`src/rtl/cg_master_div.sv`:
```
module cg_master_div #(
  parameter int NSLOT = 7,
  localparam int SW = $clog2(NSLOT)
) (
  input  logic          clk,
  input  logic          rst,
  input  logic          en,
  input  logic          tick,
  output logic          adv,
  output logic [SW-1:0] slot,
  output logic          half_clk
);
  logic [SW-1:0] cnt;

  assign adv  = en & tick;
  assign slot = cnt;

  always_ff @(posedge clk) begin
    if (rst) begin
      cnt      <= '0;
      half_clk <= 1'b0;
    end else if (!en) begin
      half_clk <= 1'b0;
    end else if (tick) begin
      cnt      <= (cnt == SW'(NSLOT-1)) ? '0 : cnt + 1'b1;
      half_clk <= ~half_clk;
    end
  end
endmodule

```
`src/rtl/cg_slave_div.sv`:
```
module cg_slave_div #(
  parameter int NSLOT = 7,
  localparam int SW = $clog2(NSLOT)
) (
  input  logic          clk,
  input  logic          rst,
  input  logic          en,
  input  logic          lvl_in,
  output logic          adv,
  output logic [SW-1:0] slot
);
  logic          s_cur, s_prev;
  logic [1:0]    edge_hit;
  logic [SW-1:0] div_q [2];

  always_ff @(posedge clk) begin
    if (rst) begin
      s_cur  <= 1'b0;
      s_prev <= 1'b0;
    end else begin
      s_cur  <= lvl_in;
      s_prev <= s_cur;
    end
  end

  // index 0: rising-edge divider, index 1: falling-edge divider
  assign edge_hit[0] = en &  s_cur & ~s_prev;
  assign edge_hit[1] = en & ~s_cur &  s_prev;

  for (genvar g = 0; g < 2; g++) begin : g_div
    logic [SW:0] sum;
    assign sum = {1'b0, div_q[g]} + (SW+1)'(2);
    always_ff @(posedge clk) begin
      if (rst)
        div_q[g] <= SW'(g);
      else if (edge_hit[g])
        div_q[g] <= (sum >= (SW+1)'(NSLOT)) ? SW'(sum - (SW+1)'(NSLOT)) : sum[SW-1:0];
    end
  end

  assign adv  = |edge_hit;
  assign slot = edge_hit[0] ? div_q[0] : div_q[1];

  a_r5_div_range: assert property (@(posedge clk) disable iff (rst)
    (div_q[0] < SW'(NSLOT)) && (div_q[1] < SW'(NSLOT)));
  a_r5_one_edge: assert property (@(posedge clk) disable iff (rst)
    !(edge_hit[0] && edge_hit[1]));
endmodule

```
`src/rtl/cg_phase_out.sv`:
```
module cg_phase_out #(
  parameter int NSLOT     = 7,
  parameter int SAMP_HIGH = 4,
  localparam int SW = $clog2(NSLOT)
) (
  input  logic             clk,
  input  logic             rst,
  input  logic             adv,
  input  logic [SW-1:0]    slot,
  output logic [NSLOT-1:0] phase_oh,
  output logic             samp_clk
);
  logic [NSLOT-1:0] dec;

  always_comb begin
    dec = '0;
    for (int i = 0; i < NSLOT; i++)
      if (slot == SW'(i)) dec[i] = 1'b1;
  end

  always_ff @(posedge clk) begin
    if (rst) begin
      phase_oh <= '0;
      samp_clk <= 1'b0;
    end else if (adv) begin
      phase_oh <= dec;
      samp_clk <= (slot < SW'(SAMP_HIGH));
    end
  end

  a_r9_onehot: assert property (@(posedge clk) disable iff (rst) $onehot0(phase_oh));
endmodule

```
`src/rtl/cg_irq_div.sv`:
```
module cg_irq_div #(
  parameter int IRQ_HALF = 200,
  localparam int CW = $clog2(IRQ_HALF + 1)
) (
  input  logic clk,
  input  logic rst,
  input  logic adv,
  output logic irq_clk
);
  logic [CW-1:0] cnt;

  always_ff @(posedge clk) begin
    if (rst) begin
      cnt     <= '0;
      irq_clk <= 1'b0;
    end else if (adv) begin
      if (cnt == CW'(IRQ_HALF - 1)) begin
        cnt     <= '0;
        irq_clk <= ~irq_clk;
      end else begin
        cnt <= cnt + 1'b1;
      end
    end
  end

  a_r8_cnt_range: assert property (@(posedge clk) disable iff (rst) cnt < CW'(IRQ_HALF));
  a_r8_hold: assert property (@(posedge clk) disable iff (rst) !adv |=> $stable(irq_clk));
endmodule

```
`src/rtl/corr_clkgen.sv`:
```
module corr_clkgen #(
  parameter int NSLOT     = 7,
  parameter int SAMP_HIGH = 4,
  parameter int IRQ_HALF  = 200,
  localparam int SW = $clog2(NSLOT)
) (
  input  logic             clk,
  input  logic             rst,
  input  logic             mode_slave,
  input  logic             ref_tick,
  input  logic             slv_clk_in,
  output logic [NSLOT-1:0] phase_oh,
  output logic             samp_clk,
  output logic             slv_clk_out,
  output logic             irq_clk
);
  logic          m_adv, s_adv, adv;
  logic [SW-1:0] m_slot, s_slot, slot;

  cg_master_div #(.NSLOT(NSLOT)) u_mdiv (
    .clk(clk), .rst(rst), .en(~mode_slave), .tick(ref_tick),
    .adv(m_adv), .slot(m_slot), .half_clk(slv_clk_out)
  );

  cg_slave_div #(.NSLOT(NSLOT)) u_sdiv (
    .clk(clk), .rst(rst), .en(mode_slave), .lvl_in(slv_clk_in),
    .adv(s_adv), .slot(s_slot)
  );

  assign adv  = mode_slave ? s_adv  : m_adv;
  assign slot = mode_slave ? s_slot : m_slot;

  cg_phase_out #(.NSLOT(NSLOT), .SAMP_HIGH(SAMP_HIGH)) u_out (
    .clk(clk), .rst(rst), .adv(adv), .slot(slot),
    .phase_oh(phase_oh), .samp_clk(samp_clk)
  );

  cg_irq_div #(.IRQ_HALF(IRQ_HALF)) u_irq (
    .clk(clk), .rst(rst), .adv(adv), .irq_clk(irq_clk)
  );

  a_r2_one_active: assert property (@(posedge clk) disable iff (rst)
    adv |=> $countones(phase_oh) == 1);
  a_r5_consecutive: assert property (@(posedge clk) disable iff (rst)
    (adv && (|phase_oh)) |=> phase_oh == {$past(phase_oh[NSLOT-2:0]), $past(phase_oh[NSLOT-1])});
  a_r3_toggle: assert property (@(posedge clk) disable iff (rst)
    (!mode_slave && ref_tick) |=> slv_clk_out != $past(slv_clk_out));
  a_r6_quiet: assert property (@(posedge clk) disable iff (rst)
    mode_slave |=> !slv_clk_out);
  a_r4_samp: assert property (@(posedge clk) disable iff (rst)
    (|phase_oh) |-> samp_clk == (|phase_oh[SAMP_HIGH-1:0]));
  a_r9_idle_hold: assert property (@(posedge clk) disable iff (rst)
    !adv |=> $stable(phase_oh));
endmodule

```
`config.mk`:
```
export PLATFORM = sky130hd
export DESIGN_NAME = corr_clkgen
export DESIGN_NICKNAME = d
export VERILOG_FILES = /design/src/rtl/cg_master_div.sv /design/src/rtl/cg_slave_div.sv /design/src/rtl/cg_phase_out.sv /design/src/rtl/cg_irq_div.sv /design/src/rtl/corr_clkgen.sv
export SDC_FILE = /design/constraint.sdc
export NUM_CORES = 1
export LEC_CHECK = 0
export BUFFER_PORTS_ARGS = -buffer_cell sky130_fd_sc_hd__buf_2
export CORE_UTILIZATION = 51
export CTS_CLUSTER_DIAMETER = 50
export DETAILED_ROUTE_END_ITERATION = 8
export GPL_ROUTABILITY_DRIVEN = 0
export PLACE_DENSITY = 0.82
export SLEW_MARGIN = 30
export SYNTH_ARGS = -nofsm -noshare
export SYNTH_HDL_FRONTEND = slang
export SYNTH_SLANG_ARGS = --single-unit
```
`constraint.sdc`:
```
create_clock -name clk -period 1.6 [get_ports clk]
set_input_delay 0.08 -clock clk [delete_from_list [all_inputs] [get_ports clk]]
set_output_delay 0.08 -clock clk [all_outputs]
set_load 0.05 [all_outputs]
```
# After elaboration in Yosys (flattened, before gate mapping)
# Memory sizes are Yosys's and may differ from the RTL's.
# Cells that the tools add are included.
[word_totals]
ff_bits = 23
ram_bits = 6
inputBits = 5
output_inout_bits = 10
elab_cells = 67
n_memories = 1
[op_classes]
addsub = 6
order_cmp = 3
eq_ne = 8
mux = 24
bitwise = 12
reduce_logical = 5
[mem_list]
columns = ["name", "depth", "width", "read_ports", "rd_ports_with_merged_regs", "write_ports", "line_no", "rtl"]
rows = [
  ["u_sdiv.div_q", 2, 3, 2, 0, 2, "cg_slave_div.sv:14", "logic [SW-1:0] div_q [2];"],
]
[ops]
columns = ["cell", "n"]
rows = [
  ["$mux 3", 7],
  ["$mux 1", 16],
  ["$eq 3x3->1 const B", 4],
  ["$add 3x2->4 const B", 2],
  ["$add 8x1->8 const B", 1],
  ["$eq 8x8->1 const B", 1],
  ["$ge 4x3->1 const B", 2],
  ["$mux 8", 1],
  ["$eq 3x2->1 const B", 2],
  ["$sub 3x3->3 const B", 2],
  ["$and 1x1->1", 5],
  ["$not 1->1", 5],
  ["$reduce_and 2->1", 2],
  ["$reduce_or 2->1", 2],
  ["$add 3x1->3 const B", 1],
  ["$eq 3x1->1 const B", 1],
  ["$logic_not 3->1", 1],
  ["$lt 3x3->1 const B", 1],
  ["$or 1x1->1", 2],
]

# Depth between registers and ports, before layout
# Gate-level depths: netlist of the first run.
[logic_depth]
depth_word = 7
ltp_mapped = 7
mapped_depth_nobuf = 7

# Cells and area by module
# From an unflattened synthesis of the first run, not the netlist that was laid out.
[hier_totals]
cells_unflattened = 151
hier_area_um2 = 1534.0
[modules_own_cells]
columns = ["mod", "n_inst", "cells_each", "area_per_inst_um2", "seq_area_each_um2"]
rows = [
  ["cg_slave_div", 1, 49, 550.5, 220.2],
  ["cg_irq_div", 1, 45, 409.1, 180.2],
  ["cg_phase_out", 1, 33, 329.1, 160.2],
  ["cg_master_div", 1, 19, 196.4, 80.1],
  ["corr_clkgen", 1, 5, 48.8, 0.0],
]

# Least setup slack after synthesis of the first run
# Ideal clock, no wire load.
[synth_timing]
path_type = "flip-flop to flip-flop"
from = "memory u_sdiv.div_q[1][1] (netlist name)"
to = "memory u_sdiv.div_q[1][1] (netlist name) (data pin)"
setup_time_ps = 207
arrival_time_ps = 1438
required_ps = 1393
setup_slack_ps = -45
path_stages_with_launch = 6
n_path_buf = 0
synth_period_minus_slack_ps = 1645
path_cell_list = "edfxtp_1 > inv_1 > ha_1 > inv_1 > fa_1 > a2111oi_0"
[synth_rtl]
columns = ["item", "line_no"]
rows = [
  ["from (decl)", "cg_slave_div.sv:14"],
]

==> results of run 1 <==
per-layer routing:
layer  track usage  wire [microns]  vias to the layer above
met2         0.370            1680                       12
li1              -               -                      660
met4         0.118              51                        0
met1         0.250            1430                      629
met3        0.0605              81                        6
met5             0               0                        -
where the power goes:
group	internal (uW)	switching (uW)
logic	113	165
registers	775	24.5
clock network	167	261
total	1060	450
state kept, by name, indices dropped and copies added (netlist names):
signal,cells
u_irq.irq_clk,1
u_mdiv.slot,3
u_sdiv.s_cur,1
u_irq.cnt,8
u_sdiv.s_prev,1
u_sdiv.div_q,6
u_out.phase_oh,7
u_out.samp_clk,1
u_mdiv.half_clk,1
worst min-delay path by stage:
stage                     slack (ns)               to       start  cells after the start
after floorplan                 0.21     u_sdiv.s_cur  slv_clk_in                      1
after global placement          0.32     u_sdiv.s_cur  slv_clk_in                      2
after detailed placement        0.32     u_sdiv.s_cur  slv_clk_in                      2
after CTS                       0.07  u_mdiv.half_clk    ref_tick                      3
after global routing            0.09  u_mdiv.half_clk    ref_tick                      3
final                           0.07  u_mdiv.half_clk    ref_tick                      3
placed cells by master (no fill, tap or decap), types with 2 or more instances in the layout:
cell type                   n
sky130_fd_sc_hd__a21oi_1   14
sky130_fd_sc_hd__ha_4       2
sky130_fd_sc_hd__clkinv_2   2
sky130_fd_sc_hd__nand3_1    4
sky130_fd_sc_hd__or4_1      4
sky130_fd_sc_hd__nand4_1    5
sky130_fd_sc_hd__nor3_1     6
sky130_fd_sc_hd__dfxtp_1   22
sky130_fd_sc_hd__inv_1      5
sky130_fd_sc_hd__nand2b_1   3
sky130_fd_sc_hd__clkbuf_4   5
sky130_fd_sc_hd__nor2_1    14
sky130_fd_sc_hd__o21ai_0    2
sky130_fd_sc_hd__buf_2     14
sky130_fd_sc_hd__nand2_1   17
sky130_fd_sc_hd__inv_2      4
sky130_fd_sc_hd__a21oi_2    3
sky130_fd_sc_hd__o211ai_1   2
sky130_fd_sc_hd__buf_4     19
sky130_fd_sc_hd__o211a_1    4
sky130_fd_sc_hd__xnor2_1    6
sky130_fd_sc_hd__nand4b_1   3
sky130_fd_sc_hd__a211oi_1   3
sky130_fd_sc_hd__edfxtp_1   6
sky130_fd_sc_hd__or4_4      3
sky130_fd_sc_hd__nor2b_1    3
sky130_fd_sc_hd__o31ai_1    4
sky130_fd_sc_hd__ha_1       3
worst max-delay path, stage by stage (launching register included):
cell and delay (ns):
sky130_fd_sc_hd__edfxtp_1 0.41, sky130_fd_sc_hd__inv_2 0.10, sky130_fd_sc_hd__ha_4 0.12, sky130_fd_sc_hd__inv_2 0.03, sky130_fd_sc_hd__fa_2 0.51, sky130_fd_sc_hd__nor2_1 0.04
sky130_fd_sc_hd__a21oi_1 0.11, sky130_fd_sc_hd__nor3_1 0.06
cell type report:
type	instances	area share
Inverter	9	0.0187
Clock buffer	6	0.0228
Clock inverter	2	0.00553
Multi-Input combinational cell	117	0.454
Sequential cell	29	0.355
Tap cell	31	0.0214
Timing Repair Buffer	34	0.123
through the flow:
stage | TNS [ns] | setup slack, ns | area (sq um) | utilization
after floorplan | -0.0397 | -0.0208 | 1480 | -
after global placement | 0 | 0.0126 | 1670 | 0.611
after detailed placement | -0.198 | -0.0516 | 1670 | 0.611
after CTS | -0.0376 | -0.0190 | 1740 | 0.636
after global routing | -0.465 | -0.0695 | 1810 | 0.662
final | -0.0155 | -0.0137 | 1810 | 0.662
repair_timing:
action                                 4_1_cts  5_1_grt
setup endpoints to repair                   10       12
buffers inserted                             0        3
endpoints found under the hold margin        1        0
resized for setup                            5       13
hold buffers                                 1        0
pin swaps                                    0        4
kinds of logic after synthesis:
logic type	after synthesis
xor+xnor	6
fa+ha+maj	7
simple gates	64
flops	29
buf+inv	16
mux	1
compound gates	39
==> impl_table.tex, run 1 <==
\begin{tabular}{lr}
\hline
Metric & Value \\
\hline
\multicolumn{2}{l}{\textbf{Status}} \\
\quad Result of the run & finished, violations left \\
\quad Violated checks & negative setup slack \\
\multicolumn{2}{l}{\textbf{Synth}} \\
\quad Synthesized area per cell & about 9 sq um \\
\quad Count of cell types in the netlist & 31 \\
\quad Fraction of synthesis flops using an asynchronous set or reset pin & 0 \\
\quad Sequential fraction of the synthesis area & 0.438 \\
\quad Leading cell types by total area after synthesis & sky130\_fd\_sc\_hd\_\_dfxtp\_1, sky130\_fd\_sc\_hd\_\_edfxtp\_1, sky130\_fd\_sc\_hd\_\_a21oi\_1, sky130\_fd\_sc\_hd\_\_nand2\_1, sky130\_fd\_sc\_hd\_\_ha\_1 \\
\quad Number of synthesized flops with an enable pin & 6 \\
\quad List of most frequent post-synthesis cells & sky130\_fd\_sc\_hd\_\_dfxtp\_1, sky130\_fd\_sc\_hd\_\_a21oi\_1, sky130\_fd\_sc\_hd\_\_nand2\_1, sky130\_fd\_sc\_hd\_\_nor2\_1, sky130\_fd\_sc\_hd\_\_inv\_1 \\
\quad Combinational family with the most area after synthesis & simple AND/OR/NAND/NOR gates \\
\quad Post-synthesis compound-gate area fraction & 0.178 \\
\quad Yosys top cell area share & 0.315 \\
\quad Simple logic cell fraction of the synthesized area & 0.224 \\
\quad Share of cell area taken by muxes after synthesis & 0.00684 \\
\quad Post-Synthesis Net Count & 174 \\
\quad Top\_reg\_cell synth & sky130\_fd\_sc\_hd\_\_dfxtp\_1 \\
\quad Post-synthesis cell type with the largest combined area & sky130\_fd\_sc\_hd\_\_dfxtp\_1 \\
\quad Adder-cell area share of the yosys netlist & 0.0701 \\
\quad Fraction of synthesized cell area in xor and xnor cells & 0.0359 \\
\quad Mapped Area & 1460 sq um \\
\quad Dominant cell by count in the synthesized netlist & sky130\_fd\_sc\_hd\_\_dfxtp\_1 \\
\quad Post-synthesis cell count & about 160 \\
\quad Flop and latch count out of synthesis & 29 \\
\quad Warning count from the yosys run & 0 \\
\multicolumn{2}{l}{\textbf{GRT}} \\
\quad Vias in the first global route & $\sim$1300 \\
\quad Global router's overall resource usage & 0.219 \\
\quad Initial antenna violation count & 0 \\
\quad First-pass GRT wire length & about 5300 microns \\
\quad Pin count of the biggest net entering global routing & 22 \\
\quad Remaining global-route overflow & 0 \\
\multicolumn{2}{l}{\textbf{Finish}} \\
\quad Fill cell instance count of the final layout & 219 \\
\quad Inserted Diodes & 0 \\
\quad Area taken by multi-input logic gates & approximately 820 sq um \\
\quad Final cell count without fillers & 228 \\
\quad Proportion of layout cells with a drive suffix above 1 & 0.299 \\
\quad Reg area & between 600 and 700 sq um \\
\quad Synthesis-to-layout area growth & 23.7\% \\
\quad Count of nets after finishing & about 210 \\
\multicolumn{2}{l}{\textbf{STA}} \\
\quad Pin slew with the least headroom to its limit & between 0.4 and 0.5 ns \\
\quad Fin Clk Skew & between 0.006 and 0.007 ns \\
\quad Time the final worst path needs with I/O delays and setup & about 1.6 ns \\
\quad Share of the clock period used by the worst path & 1.01 \\
\quad Final-report max-slew violation count & 0 \\
\quad RSZ-0062 raised after global routing & yes \\
\quad Final hold violations & 0 \\
\quad Worst hold slack & 0.0698 ns \\
\quad Top achievable clock speed & $\sim$620 MHz \\
\quad Max-Slew Margin vs Limit & 0.671 \\
\quad Final Worst Setup Slack & -0.0137 ns \\
\quad Final setup viols & 2 \\
\multicolumn{2}{l}{\textbf{Routing}} \\
\quad Remaining antenna violation count & 0 \\
\quad DRC errors left & 0 \\
\quad Number of search-and-repair iterations in the first detailed-routing pass & 4 \\
\quad Number of DRC markers in iteration 0 & 44 \\
\quad Wirelength per Cell & between 10 and 15 microns \\
\quad Via count & $\sim$1300 \\
\quad Final WL & about 3200 microns \\
\quad Post-detailed-route via-to-cell ratio & approximately 5.7 \\
\multicolumn{2}{l}{\textbf{CTS}} \\
\quad Number of clock buffers inserted by TritonCTS & 5 \\
\quad Buffer depth of the longest clock path & 2 \\
\quad Clk Latency, worst-skew pair & 0.33 ns \\
\quad CTS H-tree depth & 2 \\
\quad Root buffer cell & sky130\_fd\_sc\_hd\_\_clkbuf\_4 \\
\quad Clock transition time at the flip-flop clock pins of the worst setup and hold paths & approximately 0.1 ns \\
\quad CTS tree & yes \\
\quad Number of sinks driven by the clock tree & 29 \\
\multicolumn{2}{l}{\textbf{Floorplan}} \\
\quad Starting Density & 0.535 \\
\quad Top-level port count & 15 \\
\quad Chip Width & about 56 microns \\
\quad Total die area & 3090 sq um \\
\quad Core Rows & 19 \\
\quad Area of the core & $\sim$2700 sq um \\
\quad Chip Height & 55.6 microns \\
\multicolumn{2}{l}{\textbf{Setup path}} \\
\quad Arrival time worst endpoint & about 1.7 ns \\
\quad Crit path from & u\_sdiv.div\_q[1][1] \\
\quad Type of destination of the critical path & flop \\
\quad Critical setup path kind & flop to flop \\
\quad Critical path fanouts, max & 2 \\
\quad Worst R2R Start & u\_sdiv.div\_q[1][1] \\
\quad CP required & around 1.7 ns \\
\quad Destination of the critical timing path & u\_sdiv.div\_q[1][2] \\
\quad FF-to-FF End & u\_sdiv.div\_q[1][2] \\
\quad Startpoint class of the critical path & flop \\
\quad Setup slack of the most critical reg-to-reg path & -0.01 ns \\
\quad Logic depth of the worst register-to-register path & 7 \\
\multicolumn{2}{l}{\textbf{Job}} \\
\quad Max-capacitance violation count & 0 \\
\multicolumn{2}{l}{\textbf{Pwr}} \\
\quad Reported leakage power & approximately 0.0007 uW \\
\quad Pwr dens & a little over 800 nW/um\^{}2 \\
\quad Max rail drop VDD & just over 0.8 mV \\
\quad Design Power & between 1500 and 2000 uW \\
\multicolumn{2}{l}{\textbf{Place}} \\
\quad DP HPWL & roughly 2300 microns \\
\quad Count of input and output buffers & 14 \\
\quad Post-Place Cells & $\sim$220 \\
\multicolumn{2}{l}{\textbf{Min path}} \\
\quad Class of the worst hold path & input port to flop \\
\hline
\end{tabular}
Power figures use the tool's default switching activity.
==> inputs of run 2 (changes only) <==
--- a/config.mk
+++ b/config.mk
@@ -5,12 +5,13 @@
 export SDC_FILE = /design/constraint.sdc
 export NUM_CORES = 1
 export LEC_CHECK = 0
-export BUFFER_PORTS_ARGS = -buffer_cell sky130_fd_sc_hd__buf_2
-export CORE_UTILIZATION = 51
+export ABC_AREA = 1
+export BUFFER_PORTS_ARGS = -buffer_cell sky130_fd_sc_hd__clkbuf_2
+export CORE_UTILIZATION = 53
 export CTS_CLUSTER_DIAMETER = 50
 export DETAILED_ROUTE_END_ITERATION = 8
 export GPL_ROUTABILITY_DRIVEN = 0
-export PLACE_DENSITY = 0.82
+export PLACE_DENSITY = 0.84
 export SLEW_MARGIN = 30
 export SYNTH_ARGS = -nofsm -noshare
 export SYNTH_HDL_FRONTEND = slang
==> run 2 against run 1 <==
Compared with the run above: the flow still finishes with violations (negative setup slack); cell count is 31% higher; routed wire length up 2.6%; area after synthesis grew 16%; critical path depth stayed put; utilization fell by 1.9 points; hold slack worse by 0.027 ns; total power is 17% higher; combinational power down 5%; design area grew 8.5%.
==> impl_table.tex, run 2 <==
\begin{tabular}{lr}
\hline
Metric & Value \\
\hline
\multicolumn{2}{l}{\textbf{GRT}} \\
\quad First-pass GRT wire length & 5480 microns (+4.2\%) \\
\quad Initial antenna violation count & 0 (unchanged) \\
\quad Global router's overall resource usage & 0.218 (-0.00114) \\
\quad Vias in the first global route & 1298 (+2.4\%) \\
\quad Remaining global-route overflow & 0 (unchanged) \\
\quad Pin count of the biggest net entering global routing & 18 (-18\%) \\
\multicolumn{2}{l}{\textbf{STA}} \\
\quad Final setup viols & 1 (-1) \\
\quad Final-report max-slew violation count & 0 (unchanged) \\
\quad Setup TNS Final & -0.0269 ns (-0.0114 ns) \\
\quad Max-Slew Margin vs Limit & 0.760 (+0.0886) \\
\quad Worst hold slack & 0.0430 ns (-0.0267 ns) \\
\quad Final hold violations & 0 (unchanged) \\
\quad Fin Clk Skew & 0.0148 ns (+0.00838 ns) \\
\quad Final Worst Setup Slack & -0.0269 ns (-0.0132 ns) \\
\quad RSZ-0062 raised after global routing & yes \\
\quad Share of the clock period used by the worst path & 1.02 (+0.00823) \\
\quad Time the final worst path needs with I/O delays and setup & 1.63 ns (+0.0132 ns) \\
\quad Pin slew with the least headroom to its limit & 0.360 ns (-0.121 ns) \\
\quad Top achievable clock speed & 615 MHz (-0.81\%) \\
\multicolumn{2}{l}{\textbf{Finish}} \\
\quad Largest register FFs & 8 (unchanged) \\
\quad Count of nets after finishing & 265 (+27\%) \\
\quad Proportion of layout cells with a drive suffix above 1 & 0.217 (-0.0830) \\
\quad Reg area & 641 sq um (-0.20\%) \\
\quad Synthesis-to-layout area growth & 16.0\% \\
\quad Fill cell instance count of the final layout & 293 (+34\%) \\
\quad Top flop regs & u\_irq.cnt: 8 flops, u\_out.phase\_oh: 7 flops, u\_sdiv.div\_q: 6 flops \\
\quad Most frequent cells in the layout & sky130\_fd\_sc\_hd\_\_nand2\_1, sky130\_fd\_sc\_hd\_\_nor2\_1, sky130\_fd\_sc\_hd\_\_inv\_1, sky130\_fd\_sc\_hd\_\_dfxtp\_1, sky130\_fd\_sc\_hd\_\_nand3\_1 \\
\quad Commonest non-fill, non-tap cell in the layout & sky130\_fd\_sc\_hd\_\_nand2\_1 \\
\quad Final core utilization & 0.643 (-0.0188) \\
\quad Top register by number of flip-flops & u\_irq.cnt \\
\quad Area taken by multi-input logic gates & 897 sq um (+9.1\%) \\
\quad Inserted Diodes & 0 (unchanged) \\
\multicolumn{2}{l}{\textbf{Status}} \\
\quad Result of the run & finished, violations left \\
\quad Violated checks & negative setup slack \\
\multicolumn{2}{l}{\textbf{Floorplan}} \\
\quad Total die area & 3430 sq um (+11\%) \\
\quad Chip Width & 58.5 microns (+5.3\%) \\
\quad Top-level port count & 15 (unchanged) \\
\quad Area of the core & 3050 sq um (+12\%) \\
\quad Core Rows & 20 (+1) \\
\quad Starting Density & 0.555 (+0.0194) \\
\quad Chip Height & 58.5 microns (+5.3\%) \\
\multicolumn{2}{l}{\textbf{Synth}} \\
\quad Leading cell types by total area after synthesis & sky130\_fd\_sc\_hd\_\_dfxtp\_1, sky130\_fd\_sc\_hd\_\_nand2\_1, sky130\_fd\_sc\_hd\_\_edfxtp\_1, sky130\_fd\_sc\_hd\_\_inv\_1, sky130\_fd\_sc\_hd\_\_nor2\_1 \\
\quad Top\_reg\_cell synth & sky130\_fd\_sc\_hd\_\_dfxtp\_1 \\
\quad Dominant cell by count in the synthesized netlist & sky130\_fd\_sc\_hd\_\_nand2\_1 \\
\quad Number of synthesized flops with an enable pin & 6 (unchanged) \\
\quad Fraction of synthesis flops using an asynchronous set or reset pin & 0 (unchanged) \\
\quad Count of cell types in the netlist & 30 (-3.2\%) \\
\quad Warning count from the yosys run & 0 (unchanged) \\
\quad Sequential fraction of the synthesis area & 0.378 (-0.0595) \\
\quad Synthesized area per cell & 7.40 sq um (-18\%) \\
\quad Flop and latch count out of synthesis & 29 (unchanged) \\
\quad Post-Synthesis Net Count & 241 (+39\%) \\
\quad Post-synthesis cell type with the largest combined area & sky130\_fd\_sc\_hd\_\_dfxtp\_1 \\
\quad Yosys top cell area share & 0.272 (-0.0427) \\
\quad Post-synthesis cell count & 229 (+41\%) \\
\quad List of most frequent post-synthesis cells & sky130\_fd\_sc\_hd\_\_nand2\_1, sky130\_fd\_sc\_hd\_\_inv\_1, sky130\_fd\_sc\_hd\_\_nor2\_1, sky130\_fd\_sc\_hd\_\_dfxtp\_1, sky130\_fd\_sc\_hd\_\_nand3\_1 \\
\quad Mapped Area & 1690 sq um (+16\%) \\
\multicolumn{2}{l}{\textbf{CTS}} \\
\quad Clk Latency, worst-skew pair & 0.34 ns (about the same) \\
\quad Buffer depth of the longest clock path & 2 (unchanged) \\
\quad Number of clock buffers inserted by TritonCTS & 5 (unchanged) \\
\quad CTS H-tree depth & 2 (unchanged) \\
\quad Clock transition time at the flip-flop clock pins of the worst setup and hold paths & 0.10 ns (about the same) \\
\quad Number of sinks driven by the clock tree & 29 (unchanged) \\
\quad CTS tree & yes \\
\quad Root buffer cell & sky130\_fd\_sc\_hd\_\_clkbuf\_4 \\
\quad Post-CTS setup repair buffer count & 0 (unchanged) \\
\multicolumn{2}{l}{\textbf{Routing}} \\
\quad Final WL & 3330 microns (+2.6\%) \\
\quad Via count & 1458 (+12\%) \\
\quad Remaining antenna violation count & 0 (unchanged) \\
\quad Post-detailed-route via-to-cell ratio & 4.89 (-15\%) \\
\quad DRC errors left & 0 (unchanged) \\
\quad Number of search-and-repair iterations in the first detailed-routing pass & 4 (unchanged) \\
\quad Number of DRC markers in iteration 0 & 84 (+91\%) \\
\quad Wirelength per Cell & 11.2 microns (-22\%) \\
\multicolumn{2}{l}{\textbf{Setup path}} \\
\quad CP required & 1.71 ns (+0.03 ns) \\
\quad Arrival time worst endpoint & 1.74 ns (+0.04 ns) \\
\quad Worst R2R Start & u\_sdiv.div\_q[0][1] \\
\quad Setup slack of the most critical reg-to-reg path & -0.03 ns (about the same) \\
\quad Critical setup path kind & flop to flop \\
\quad Type of destination of the critical path & flop \\
\quad Startpoint class of the critical path & flop \\
\quad FF-to-FF End & u\_sdiv.div\_q[0][2] \\
\quad Logic depth of the worst register-to-register path & 7 (unchanged) \\
\quad Critical path fanouts, max & 2 (unchanged) \\
\multicolumn{2}{l}{\textbf{Job}} \\
\quad Max-capacitance violation count & 0 (unchanged) \\
\multicolumn{2}{l}{\textbf{Place}} \\
\quad DP HPWL & 2400 microns (+4.7\%) \\
\quad Count of input and output buffers & 14 (unchanged) \\
\multicolumn{2}{l}{\textbf{Pwr}} \\
\quad Reported leakage power & 0.000883 uW (+27\%) \\
\quad Pwr dens & 896 nW/um\^{}2 (+7.7\%) \\
\quad Max rail drop VDD & 0.563 mV (-31\%) \\
\multicolumn{2}{l}{\textbf{Min path}} \\
\quad Hold Path Stages & 2 (-1) \\
\quad Class of the worst hold path & input port to flop \\
\quad Startpoint of the lowest-slack hold path & mode\_slave \\
\quad Capture endpoint of the worst hold path & u\_mdiv.half\_clk \\
\hline
\end{tabular}
-- run 2: power by group --
group	internal, uW	switching, uW	total, uW
logic	89.5	175	265
registers	772	21.4	793
clock network	421	281	702
total	1280	477	1760
-- run 2: timing repair --
item                                   CTS  global route
hold buffers                             1             0
endpoints found under the hold margin    1             0
gates cloned                             0             0
gates resized for setup                  4             6
setup endpoints to repair                3             6
pin swaps                                1             0
-- run 2: final cells by class --
class / instances / share of cell area
timing repair buffer: 23 / 0.0713
multi-input combinational: 159 / 0.457
clock buffer: 6 / 0.0318
clock inverter: 2 / 0.0178
tap: 44 / 0.0280
inverter: 35 / 0.0682
sequential: 29 / 0.326
-- run 2: cells by family after synthesis --
| logic type | count (synthesis) | synth area share |
|---|---|---|
| fa+ha+maj | 7 | 0.0606 |
| simple gates | 124 | 0.357 |
| flops | 29 | 0.378 |
| compound gates | 26 | 0.0827 |
| buf+inv | 41 | 0.111 |
| xor+xnor | 2 | 0.0103 |
-- run 2: worst max-delay path by stage --
stage | cells after the start | slack [ns] | endpoint | start
after global placement | 7 | 0.05 | u_sdiv.div_q[1][2] | u_sdiv.div_q[1][1]
after floorplan | 5 | -0.001 | u_sdiv.div_q[0][0] | u_sdiv.div_q[0][1]
after global routing | 7 | -0.1 | u_sdiv.div_q[1][2] | u_sdiv.div_q[1][1]
after detailed placement | 5 | -0.04 | u_sdiv.div_q[0][0] | u_sdiv.div_q[0][1]
final | 7 | -0.03 | u_sdiv.div_q[0][2] | u_sdiv.div_q[0][1]
after CTS | 7 | 0.009 | u_sdiv.div_q[1][2] | u_sdiv.div_q[1][1]
-- run 2: routing by layer --
| metal | global-route usage | vias up | part of all wire |
|---|---|---|---|
| met4 | 0.0918 | 0 | 0.011 |
| met3 | 0.0593 | 6 | 0.029 |
| met2 | 0.348 | 18 | 0.46 |
| met5 | 0 | - | 0 |
| li1 | - | 785 | - |
| met1 | 0.278 | 649 | 0.50 |
-- run 2: critical path: stages, from the launching register on --
cell                       delay (ns)
sky130_fd_sc_hd__edfxtp_1        0.42
sky130_fd_sc_hd__inv_2           0.10
sky130_fd_sc_hd__ha_4            0.13
sky130_fd_sc_hd__inv_2           0.03
sky130_fd_sc_hd__fa_2            0.51
sky130_fd_sc_hd__nor2_1          0.04
sky130_fd_sc_hd__a21oi_1         0.11
sky130_fd_sc_hd__nor2_1          0.05
-- run 2: metrics by stage --
step	std cells	total power (uW)	instance area, sq um	worst slack (ns)
6_report	298	1760	1960	-0.0269
5_1_grt	298	1840	1960	-0.0980
4_1_cts	298	1770	1950	0.00878
3_5_place_dp	289	1060	1830	-0.0353
3_3_place_gp	289	1060	1830	0.0463
2_1_floorplan	229	1010	1690	-0.00111
